[config.mk]
export PLATFORM = sky130hd
export DESIGN_NAME = atan2_cordic
export DESIGN_NICKNAME = d
export VERILOG_FILES = /design/src/rtl/atan2_pkg.sv /design/src/rtl/atan2_prefold.sv /design/src/rtl/atan2_cordic_iter.sv /design/src/rtl/atan2_finish.sv /design/src/rtl/atan2_cordic.sv
export SDC_FILE = /design/constraint.sdc
export NUM_CORES = 1
export LEC_CHECK = 0
export BUFFER_PORTS_ARGS = -buffer_cell sky130_fd_sc_hd__buf_2
export CELL_PAD_IN_SITES_DETAIL_PLACEMENT = 2
export CELL_PAD_IN_SITES_GLOBAL_PLACEMENT = 2
export CORE_UTILIZATION = 35
export CTS_CLUSTER_DIAMETER = 100
export CTS_CLUSTER_SIZE = 14
export DETAILED_ROUTE_END_ITERATION = 10
export PLACE_DENSITY = 0.8
export SLEW_MARGIN = 5
export SYNTH_ARGS = -nofsm -noshare
export SYNTH_HDL_FRONTEND = slang
export SYNTH_SLANG_ARGS = --single-unit
[constraint.sdc]
create_clock -name clk_i -period 6.95 [get_ports clk_i]
set_clock_uncertainty 0.05 [all_clocks]
set_input_delay 1.39 -clock clk_i [delete_from_list [all_inputs] [get_ports clk_i]]
set_output_delay 1.39 -clock clk_i [all_outputs]
set_load 0.02 [all_outputs]
[src/rtl/atan2_pkg.sv]
`timescale 1ns / 1ps
package atan2_pkg;

  localparam real PI_R = 3.14159265358979323846;

  typedef enum logic [1:0] {
    ENG_IDLE = 2'd0,
    ENG_RUN  = 2'd1,
    ENG_LAST = 2'd2
  } eng_state_e;

  // round(atan(2^-idx) * 2^frac)
  function automatic int atan_step_code(input int idx, input int frac);
    real a;
    a = $atan($pow(2.0, -idx)) * $pow(2.0, frac);
    return $rtoi(a + 0.5);
  endfunction

  function automatic int pi_round_code(input int frac);
    return $rtoi(PI_R * $pow(2.0, frac) + 0.5);
  endfunction

  function automatic int pi_floor_code(input int frac);
    return $rtoi(PI_R * $pow(2.0, frac));
  endfunction

endpackage

[src/rtl/atan2_prefold.sv]
`timescale 1ns / 1ps
module atan2_prefold #(
  parameter int IN_W     = 16,
  parameter int XY_W     = 24,
  parameter int XY_GUARD = 4
) (
  input  logic signed [IN_W-1:0] x_i,
  input  logic signed [IN_W-1:0] y_i,
  output logic signed [XY_W-1:0] x_o,
  output logic signed [XY_W-1:0] y_o,
  output logic                   fold_o,
  output logic                   y_neg_o
);
  localparam int EXT_W = IN_W + 1;
  localparam int LZ_W  = $clog2(EXT_W + 1);

  logic signed [EXT_W-1:0] x_e, y_e, x_f, y_f;
  logic        [EXT_W-1:0] y_abs, mag_or;
  logic        [LZ_W-1:0]  lz;
  logic        [LZ_W:0]    sh;

  assign fold_o  = x_i[IN_W-1];
  assign y_neg_o = y_i[IN_W-1];

  always_comb begin
    x_e = {x_i[IN_W-1], x_i};
    y_e = {y_i[IN_W-1], y_i};
    // mirror through origin into right half-plane
    x_f = fold_o ? -x_e : x_e;
    y_f = fold_o ? -y_e : y_e;
    y_abs  = y_f[EXT_W-1] ? $unsigned(-y_f) : $unsigned(y_f);
    mag_or = $unsigned(x_f) | y_abs;
    lz = '0;
    for (int b = 0; b < EXT_W; b++) begin
      if (mag_or[b]) lz = LZ_W'(EXT_W - 1 - b);
    end
    sh  = {1'b0, lz} + (LZ_W + 1)'(XY_GUARD);
    x_o = XY_W'(x_f) <<< sh;
    y_o = XY_W'(y_f) <<< sh;
  end

endmodule

[src/rtl/atan2_cordic_iter.sv]
`timescale 1ns / 1ps
module atan2_cordic_iter
  import atan2_pkg::*;
#(
  parameter int XY_W     = 24,
  parameter int ANG_W    = 23,
  parameter int ANG_FRAC = 20,
  parameter int ITER     = 16
) (
  input  logic                    clk_i,
  input  logic                    rst_ni,
  input  logic                    start_i,
  input  logic signed [XY_W-1:0]  x_i,
  input  logic signed [XY_W-1:0]  y_i,
  input  logic                    fold_i,
  input  logic                    y_neg_i,
  output logic                    busy_o,
  output logic                    last_o,
  output logic signed [ANG_W-1:0] z_o,
  output logic                    fold_o,
  output logic                    y_neg_o
);
  localparam int IT_W = (ITER > 1) ? $clog2(ITER) : 1;

  eng_state_e              state_q;
  logic signed [XY_W-1:0]  x_q, y_q, x_nx, y_nx, xs, ys;
  logic signed [ANG_W-1:0] z_q, z_nx;
  logic        [IT_W-1:0]  it_q;
  logic                    fold_q, yneg_q;
  logic signed [ANG_W-1:0] lut [ITER];

  for (genvar g = 0; g < ITER; g++) begin : g_lut
    assign lut[g] = ANG_W'(atan_step_code(g, ANG_FRAC));
  end

  always_comb begin
    xs = x_q >>> it_q;
    ys = y_q >>> it_q;
    if (y_q[XY_W-1]) begin
      x_nx = x_q - ys;
      y_nx = y_q + xs;
      z_nx = z_q - lut[it_q];
    end else begin
      x_nx = x_q + ys;
      y_nx = y_q - xs;
      z_nx = z_q + lut[it_q];
    end
  end

  always_ff @(posedge clk_i or negedge rst_ni) begin
    if (!rst_ni) begin
      state_q <= ENG_IDLE;
      x_q     <= '0;
      y_q     <= '0;
      z_q     <= '0;
      it_q    <= '0;
      fold_q  <= 1'b0;
      yneg_q  <= 1'b0;
    end else begin
      case (state_q)
        ENG_IDLE: if (start_i) begin
          x_q     <= x_i;
          y_q     <= y_i;
          z_q     <= '0;
          it_q    <= '0;
          fold_q  <= fold_i;
          yneg_q  <= y_neg_i;
          state_q <= ENG_RUN;
        end
        ENG_RUN: begin
          x_q  <= x_nx;
          y_q  <= y_nx;
          z_q  <= z_nx;
          it_q <= it_q + IT_W'(1);
          if (it_q == IT_W'(ITER - 1)) state_q <= ENG_LAST;
        end
        ENG_LAST: state_q <= ENG_IDLE;
        default:  state_q <= ENG_IDLE;
      endcase
    end
  end

  assign busy_o  = (state_q != ENG_IDLE);
  assign last_o  = (state_q == ENG_LAST);
  assign z_o     = z_q;
  assign fold_o  = fold_q;
  assign y_neg_o = yneg_q;

  p_operands_hold_r3: assert property (@(posedge clk_i) disable iff (!rst_ni)
    (state_q == ENG_RUN) |=> ($stable(fold_q) && $stable(yneg_q)));

  p_x_positive_r4: assert property (@(posedge clk_i) disable iff (!rst_ni)
    (state_q == ENG_RUN) |-> (x_q > 0));

  p_last_single_r2: assert property (@(posedge clk_i) disable iff (!rst_ni)
    (state_q == ENG_LAST) |=> (state_q == ENG_IDLE));

endmodule

[src/rtl/atan2_finish.sv]
`timescale 1ns / 1ps
module atan2_finish
  import atan2_pkg::*;
#(
  parameter int OUT_W    = 18,
  parameter int OUT_FRAC = 15,
  parameter int GUARD    = 5
) (
  input  logic                          clk_i,
  input  logic                          rst_ni,
  input  logic                          last_i,
  input  logic signed [OUT_W+GUARD-1:0] z_i,
  input  logic                          fold_i,
  input  logic                          y_neg_i,
  output logic signed [OUT_W-1:0]       angle_o,
  output logic                          done_o,
  output logic                          rounded_up_o,
  output logic                          inexact_o
);
  localparam int ANG_W = OUT_W + GUARD;
  localparam logic signed [ANG_W-1:0] PI_INT =
    ANG_W'(pi_round_code(OUT_FRAC)) <<< GUARD;
  localparam logic [OUT_W-1:0] PI_MAX = OUT_W'(pi_floor_code(OUT_FRAC));
  localparam logic signed [OUT_W-1:0] PI_MAX_S = $signed(PI_MAX);

  logic signed [ANG_W-1:0] offs, sum;
  logic        [ANG_W-1:0] mag;
  logic        [OUT_W-1:0] rnd, mag_fin;
  logic                    rbit, lost, adj, up;
  logic signed [OUT_W-1:0] angle_n;

  always_comb begin
    offs = fold_i ? (y_neg_i ? -PI_INT : PI_INT) : '0;
    sum  = z_i + offs;
    mag  = sum[ANG_W-1] ? $unsigned(-sum) : $unsigned(sum);
    rbit = mag[GUARD-1];
    lost = |mag[GUARD-1:0];
    rnd  = mag[ANG_W-1:GUARD] + OUT_W'(rbit);
    if ((sum[ANG_W-1] != y_neg_i) || (rnd == '0)) begin
      // keep sign of Y: lift to one LSB
      mag_fin = OUT_W'(1);
      up      = 1'b1;
      adj     = 1'b1;
    end else if (rnd > PI_MAX) begin
      mag_fin = PI_MAX;
      up      = 1'b0;
      adj     = 1'b1;
    end else begin
      mag_fin = rnd;
      up      = rbit;
      adj     = 1'b0;
    end
    angle_n = y_neg_i ? -$signed(mag_fin) : $signed(mag_fin);
  end

  always_ff @(posedge clk_i or negedge rst_ni) begin
    if (!rst_ni) begin
      done_o       <= 1'b0;
      angle_o      <= '0;
      rounded_up_o <= 1'b0;
      inexact_o    <= 1'b0;
    end else begin
      done_o <= last_i;
      if (last_i) begin
        angle_o      <= angle_n;
        rounded_up_o <= up;
        inexact_o    <= lost | adj;
      end
    end
  end

  p_sign_follows_y_r8: assert property (@(posedge clk_i) disable iff (!rst_ni)
    done_o |-> ((angle_o[OUT_W-1] == y_neg_i) && (angle_o != '0)));

  p_below_pi_r9: assert property (@(posedge clk_i) disable iff (!rst_ni)
    done_o |-> ((angle_o <= PI_MAX_S) && (angle_o >= -PI_MAX_S)));

  p_up_needs_inexact_r10: assert property (@(posedge clk_i) disable iff (!rst_ni)
    (done_o && rounded_up_o) |-> inexact_o);

  p_done_pulse_r2: assert property (@(posedge clk_i) disable iff (!rst_ni)
    done_o |=> !done_o);

endmodule

[src/rtl/atan2_cordic.sv]
`timescale 1ns / 1ps
module atan2_cordic #(
  parameter int IN_W     = 16,
  parameter int OUT_W    = 18,
  parameter int OUT_FRAC = 15,
  parameter int ITER     = 16,
  parameter int GUARD    = 5,
  parameter int XY_GUARD = 4
) (
  input  logic                    clk_i,
  input  logic                    rst_ni,
  input  logic                    valid_i,
  output logic                    ready_o,
  input  logic signed [IN_W-1:0]  x_i,
  input  logic signed [IN_W-1:0]  y_i,
  output logic                    done_o,
  output logic signed [OUT_W-1:0] angle_o,
  output logic                    rounded_up_o,
  output logic                    inexact_o
);
  localparam int XY_W     = IN_W + XY_GUARD + 4;
  localparam int ANG_W    = OUT_W + GUARD;
  localparam int ANG_FRAC = OUT_FRAC + GUARD;

  logic signed [XY_W-1:0]  fx, fy;
  logic                    ffold, fyneg;
  logic                    busy, last, start;
  logic signed [ANG_W-1:0] z;
  logic                    e_fold, e_yneg;

  assign ready_o = ~busy;
  assign start   = valid_i & ready_o;

  atan2_prefold #(
    .IN_W(IN_W), .XY_W(XY_W), .XY_GUARD(XY_GUARD)
  ) u_prefold (
    .x_i(x_i), .y_i(y_i), .x_o(fx), .y_o(fy), .fold_o(ffold), .y_neg_o(fyneg)
  );

  atan2_cordic_iter #(
    .XY_W(XY_W), .ANG_W(ANG_W), .ANG_FRAC(ANG_FRAC), .ITER(ITER)
  ) u_iter (
    .clk_i(clk_i), .rst_ni(rst_ni), .start_i(start),
    .x_i(fx), .y_i(fy), .fold_i(ffold), .y_neg_i(fyneg),
    .busy_o(busy), .last_o(last), .z_o(z), .fold_o(e_fold), .y_neg_o(e_yneg)
  );

  atan2_finish #(
    .OUT_W(OUT_W), .OUT_FRAC(OUT_FRAC), .GUARD(GUARD)
  ) u_finish (
    .clk_i(clk_i), .rst_ni(rst_ni), .last_i(last), .z_i(z),
    .fold_i(e_fold), .y_neg_i(e_yneg),
    .angle_o(angle_o), .done_o(done_o),
    .rounded_up_o(rounded_up_o), .inexact_o(inexact_o)
  );

  p_ready_on_done_r1: assert property (@(posedge clk_i) disable iff (!rst_ni)
    done_o |-> ready_o);

  p_busy_after_start_r1: assert property (@(posedge clk_i) disable iff (!rst_ni)
    start |=> !ready_o);

endmodule

=== Word-level counts from Yosys, hierarchy flattened ===
Memory sizes are Yosys's and may differ from the RTL's.
Index checks and enable logic that the tools add are counted.

* Output and inout port bits: 22
* Memories kept: 1
* Flip-flop bits (word level): 100
* Bits in writable memories: 0
* Memory bits (read-only): 368
* Bits of input ports: 35
* Latch bits: 0
* Word-level logic and storage cells: 99

{| class="wikitable"
|+ Memory list
! name !! words !! bits a word !! read ports !! clocked after Yosys merged registers in !! wr ports !! line !! RTL
|-
| (name not given) || 16 || 23 || 1 || 0 || 0 || atan2_cordic_iter.sv:42 || <nowiki>z_nx = z_q - lut[it_q];</nowiki>
|}

* Add/subtract/negate cells: 15
* Equal/unequal tests: 6
* Reductions and logical operators: 9
* Multiply operators: 0
* Shift-type cells: 4
* Magnitude comparators: 2
* Div/mod/pow operators: 0
* Muxes and demuxes: 46
* Bitwise logic cells: 5

{| class="wikitable"
|+ Operators by type and width
! operator !! count
|-
| two-way mux 23 bit || 7
|-
| two-way mux 24 bit || 4
|-
| one-hot mux 24 bit (2 select lines) || 2
|-
| two-way mux 5 bit || 17
|-
| two-way mux 18 bit || 3
|-
| two-way mux 17 bit || 3
|-
| adder 24 bit || 2
|-
| <<< shifter 17 x 6 -> 24 bit || 2
|-
| >>> shifter 24 x 4 -> 24 bit || 2
|-
| subtractor 24 bit || 2
|-
| adder 23 bit || 2
|-
| one-hot mux 23 bit (2 select lines) || 1
|-
| negation 16 -> 17 bit || 2
|-
| negation 23 bit || 1
|-
| subtractor 23 bit || 1
|-
| adder 18 x 1 -> 18 bit || 1
|-
| greater-than comparator 18 x 17 -> 1 bit (second input constant) || 1
|-
| logical NOT 18 bit || 1
|-
| negation 18 bit || 1
|-
| negation 17 bit || 1
|-
| bitwise OR 17 bit || 1
|-
| one-hot mux 4 bit (2 select lines) || 1
|-
| adder 5 x 3 -> 6 bit (second input constant) || 1
|-
| AND reduction 2 bit || 3
|-
| 20 further kinds || 25
|}

=== Logic depth before layout (Yosys ltp) ===
* Word-level depth: 26
* Depth in mapped cells: 37
* Mapped depth without buffers: 28

=== Hierarchy ===
From an unflattened synthesis, not the netlist that was laid out.

* Cell total of the unflattened synthesis: 2569
* Area, all modules: 19297.3 µm²

{| class="wikitable"
|+ By module, submodules not included
! module !! sequential area each (µm²) !! instances !! cells each !! area each (µm²)
|-
| atan2_cordic_iter || 1976.9 || 1 || 1472 || 11334.6
|-
| atan2_finish || 525.5 || 1 || 606 || 4281.6
|-
| atan2_prefold || 0.0 || 1 || 489 || 3671.0
|-
| atan2_cordic || 0.0 || 1 || 2 || 10.0
|}

=== Worst setup path before layout ===
No wires, ideal clock.

* Kind: register to register
* From: register u_iter.fold_q (netlist: u_iter.fold_o)
* To: register u_finish.angle_o[10]
* Arrival: 7.559 ns
* Required time: 6.808 ns
* Library setup time: 0.092 ns
* Cell stages (with the launch flop): 37
* Path buffers: 10
* Slack: -0.751 ns
* Clock period less this slack: 7.701 ns
* Path through: dfrtp_1 -> buf_4 -> buf_2 -> nand2_1 -> xnor2_1 -> ha_1 -> nor4_1 -> or3_1 -> buf_4 -> nand2_1 -> a311o_1 -> buf_2 -> nand2_1 -> clkbuf_1 -> nand2_1 -> xnor2_1 -> ha_1 -> ha_1 -> clkbuf_1 -> or3b_2 -> a221oi_1 -> a41oi_1 -> or3_1 -> buf_2 -> o41ai_2 -> o22ai_1 -> nor3_4 -> o41ai_4 -> buf_6 -> buf_6 -> nor3_1 -> ha_1 -> buf_2 -> inv_1 -> o31a_1 -> o2111a_1 -> o31ai_2

* Word-level cells in the longest chain between the ends: 10
* Elaborated cells on any way between the ends: 13
* Those cells by class: add/sub: 4; order compare: 1; eq/ne: 1; mux: 5; reduce/logical: 2

{| class="wikitable"
|+ RTL lines
! element !! line !! RTL
|-
| from (decl) || atan2_cordic_iter.sv:29 || <nowiki>logic fold_q, yneg_q;</nowiki>
|-
| from (signal assigned) || atan2_cordic_iter.sv:66 || <nowiki>fold_q <= fold_i;</nowiki>
|-
| two-way mux 23 bit (*) || atan2_finish.sv:33 || <nowiki>offs = fold_i ? (y_neg_i ? -PI_INT : PI_INT) : '0;</nowiki>
|-
| adder 23 bit (*) || atan2_finish.sv:34 || <nowiki>sum = z_i + offs;</nowiki>
|-
| negation 23 bit || atan2_finish.sv:35 || <nowiki>mag = sum[ANG_W-1] ? $unsigned(-sum) : $unsigned(sum);</nowiki>
|-
| two-way mux 23 bit || atan2_finish.sv:35 ||
|-
| adder 18 x 1 -> 18 bit || atan2_finish.sv:38 || <nowiki>rnd = mag[ANG_W-1:GUARD] + OUT_W'(rbit);</nowiki>
|-
| greater-than comparator 18 x 17 -> 1 bit / logical NOT 18 bit (equally long branches) || atan2_finish.sv:44, atan2_finish.sv:39 ||
|-
| two-way mux 18 bit / logical OR 1 bit (equally long branches) || atan2_finish.sv:44, atan2_finish.sv:39 ||
|-
| two-way mux 18 bit (*) || atan2_finish.sv:39 || <nowiki>if ((sum[ANG_W-1] != y_neg_i) || (rnd == '0)) begin</nowiki>
|-
| negation 18 bit || atan2_finish.sv:53 || <nowiki>angle_n = y_neg_i ? -$signed(mag_fin) : $signed(mag_fin);</nowiki>
|-
| two-way mux 18 bit (*) || atan2_finish.sv:53 ||
|-
| to (signal assigned) || atan2_finish.sv:65 || <nowiki>angle_o <= angle_n;</nowiki>
|-
| to (decl) || atan2_finish.sv:15 || <nowiki>output logic signed [OUT_W-1:0] angle_o,</nowiki>
|}

Mark *: on every way between the ends. The rest lies on a longest branch, timed or not.
A chain may end at the register's enable or synchronous reset.

=== Worst setup path after layout ===
Ends and elaborated chain as after synthesis.

==> impl_metrics.tcl <==
set metrics [dict create \
    hold_path_class "reg -> reg" \
    status "finished clean" \
    dieHeight_um 219 \
    globalplace.congestion 0.935 \
    min_to "u_finish.angle_o[11]" \
    synthFlopType "dfrtp_1" \
    synthTopCellsByArea "dfrtp_1 15%, mux4_2 6.7%, ha_1 6.6%, xnor2_1 6.0%, a21oi_1 5.1%" \
    vias 17300 \
    cts-root-buf "clkbuf_16" \
    hp-start "u_finish.angle_o[11]" \
    critPathCaptureType "register" \
    cts_tree "built" \
    r2r-end "u_finish.angle_o[10]" \
    synth_edf_count 0 \
    postLayoutCoreUtil_pct 39.3 \
    path_clk_slew_ps 90 \
    hold_depth 1 \
    dp.cells 2728 \
    async_reset_ff_share_pct 100 \
    grt_pass1_vias 18600 \
    fin_nets 2269 \
    diodes 0 \
    syn_area_per_cell_um2 7.70 \
    die_w_um 219 \
    cp_data_arrival_time_ps 6890 \
    place_hpwl_um 53200 \
    insertion_delay_ps 400 \
    placementRows 78 \
    initial_core_util_pct 35.9 \
    worstSetupPathType "reg -> reg" \
    core-area_um2 45800 \
    ctsHoldBuffers 0 \
    ys_ff_latch 100 \
    setup_viol 0 \
    reg2reg_setup_slack_ps 320 \
    htreeDepth 3 \
    vias_per_cell 6.31 \
    finalCriticalPeriod_ps 6630 \
    fin_crit_sh_pct 95.4 \
    tns_ps 0 \
    yosysUniqueCellTypes 110 \
    hold_violations 0 \
    grt_max_degree 60 \
    rsz0062_at_grt "false" \
    max_cap_violations 0 \
    overflow 0 \
    critPathRequiredTime_ps 7210 \
    synth_nets 2256 \
    grt_use_total_pct 28.3 \
    max_slew_margin_pct 37.6 \
    cts.sinks 100 \
    ant_nets 0 \
    drive_above_1_share_pct 14.8 \
    synth_area_um2 16400 \
    grt_pass1_wl_um 107000 \
    die_area_um2 47800 \
    synth_top_cell_by_area "dfrtp_1" \
    areaGrowthSynthToFinish_pct 9.49 \
    yosysTopAreaCellShare_pct 15.2 \
    numCtsBuffers 9 \
    yosys_warnings 0 \
    antenna_found_initial 0 \
    tightest_slew_ps 932 \
    drtPass1Iterations 5 \
    ys_seq_area_share_pct 15.2 \
    drc 0 \
    first_iter_violations 1047 \
    detail_route.wl_per_cell_um 24.6 \
    dpl_cell_area_um2 17600 \
    fmax_mhz 151 \
    r2r_cells 24 \
    design_area_um2 18000 \
    r2r_start "u_iter.fold_o" \
    ios 57 \
    synthCells 2131 \
    routed_wl_um 67600 \
    start_kind "register" \
    final_cells 2749 \
    max-clock-path-buffers 2 \
    final_max_slew_viol_count 0 \
    crit_fanout 21 \
    io_buffer_count 56 \
]
-- flip-flops by register name (all words and copies together) (netlist names) --
name	count
u_iter.y_q	24
u_iter.fold_o	1
u_iter.x_q	24
u_iter.z_o	23
u_finish.done_o	1
u_finish.angle_o	18
u_iter.state_q	2
u_iter.y_neg_o	1
u_finish.inexact_o	1
u_finish.rounded_up_o	1
u_iter.it_q	4
-- routing by layer --
layer,track usage (%),up-vias,routed length (µm)
li1,-,7938,-
met3,2.83,126,1860
met1,34.6,8914,29000
met2,51.4,368,34400
met4,9.67,0,2430
met5,0,-,0
-- kinds of logic after synthesis --
kind of cell | share of synthesized area (%)
AOI/OAI and AO/OA | 27.2
buffers and inverters | 5.39
adders and majority gates | 7.06
muxes | 13.0
xor gates and xnor gates | 10.7
and+or+nand+nor | 21.4
DFF | 15.2
-- synthesized netlist by cell type, types with 26 or more instances --
| library cell | instances |
|---|---|
| a21oi_1 | 168 |
| a31oi_1 | 44 |
| buf_2 | 26 |
| clkbuf_1 | 74 |
| dfrtp_1 | 100 |
| ha_1 | 87 |
| inv_1 | 75 |
| mux2i_1 | 78 |
| mux4_2 | 49 |
| nand2_1 | 191 |
| nand3_1 | 74 |
| nor2_1 | 204 |
| nor3_1 | 68 |
| o21ai_0 | 127 |
| o31ai_1 | 26 |
| xnor2_1 | 113 |
| xor2_1 | 84 |
-- through the flow --
step	hold WS, ps	setup WS, ps
finish	435	321
global route	473	19.5
CTS	441	98.2
detailed placement	421	-36.8
global placement	412	245
floorplan	445	15.5
-- cells in the final DEF (no fill, tap or decap), types with 49 or more instances in the layout --
cell type / instances
dfrtp_1: 95
nand3_1: 72
o21ai_0: 127
mux2i_1: 78
ha_1: 83
mux4_2: 49
nor3_1: 67
inv_1: 74
xnor2_1: 112
buf_4: 78
nand2_1: 189
buf_2: 55
xor2_1: 84
a21oi_1: 167
nor2_1: 201
-- worst max-delay path, cell delays in order (launching register included) --
cell      delay, ps
dfrtp_1         460
buf_4           290
inv_1           160
a21oi_1         570
a41o_1          250
o221ai_2        140
nand2_2         140
nand2_1          70
xnor2_1         260
ha_2            290
ha_4            200
or3b_2          470
a221oi_2        270
a41oi_2         100
nor3_1          250
o211ai_1        130
a211oi_1        400
nand3_2         200
o41ai_4         460
o21bai_1        240
ha_4            260
inv_1           110
o31a_1          330
o2111a_1        240
o31ai_2         160
-- final cells by class --
| type | count | area (µm²) |
|---|---|---|
| clock buffers | 9 | 225 |
| clock inverters | 7 | 70.1 |
| fillers | 5331 | 27800 |
| inverters | 76 | 289 |
| multi-input cells | 1821 | 13200 |
| flip-flops and latches | 100 | 2510 |
| well taps | 600 | 751 |
| repair buffers | 136 | 921 |
-- timing repair --
| item | in CTS | in global routing |
|---|---|---|
| resized for setup | 2 | 15 |
| setup endpoints to repair | 2 | 15 |
| pin swaps | 1 | 2 |
| buffers inserted | 1 | 4 |
| cloned | 0 | 0 |
| hold endpoints to repair | 0 | 0 |
-- worst max-delay path by stage --
stage / startpoint / end / slack, ps / cells past startpoint
6_report: u_iter.fold_o / u_finish.angle_o[10] / 320 / 24
5_1_grt: u_iter.fold_o / u_finish.angle_o[10] / 20 / 25
4_1_cts: u_iter.fold_o / u_finish.angle_o[10] / 100 / 26
3_5_place_dp: u_iter.fold_o / u_finish.angle_o[10] / -40 / 25
3_3_place_gp: u_iter.fold_o / u_finish.angle_o[10] / 240 / 25
2_1_floorplan: u_iter.fold_o / u_finish.angle_o[10] / 20 / 36
Power is not shown: default switching activity piles up to over one toggle a cycle in this logic, so the estimate is an artifact.
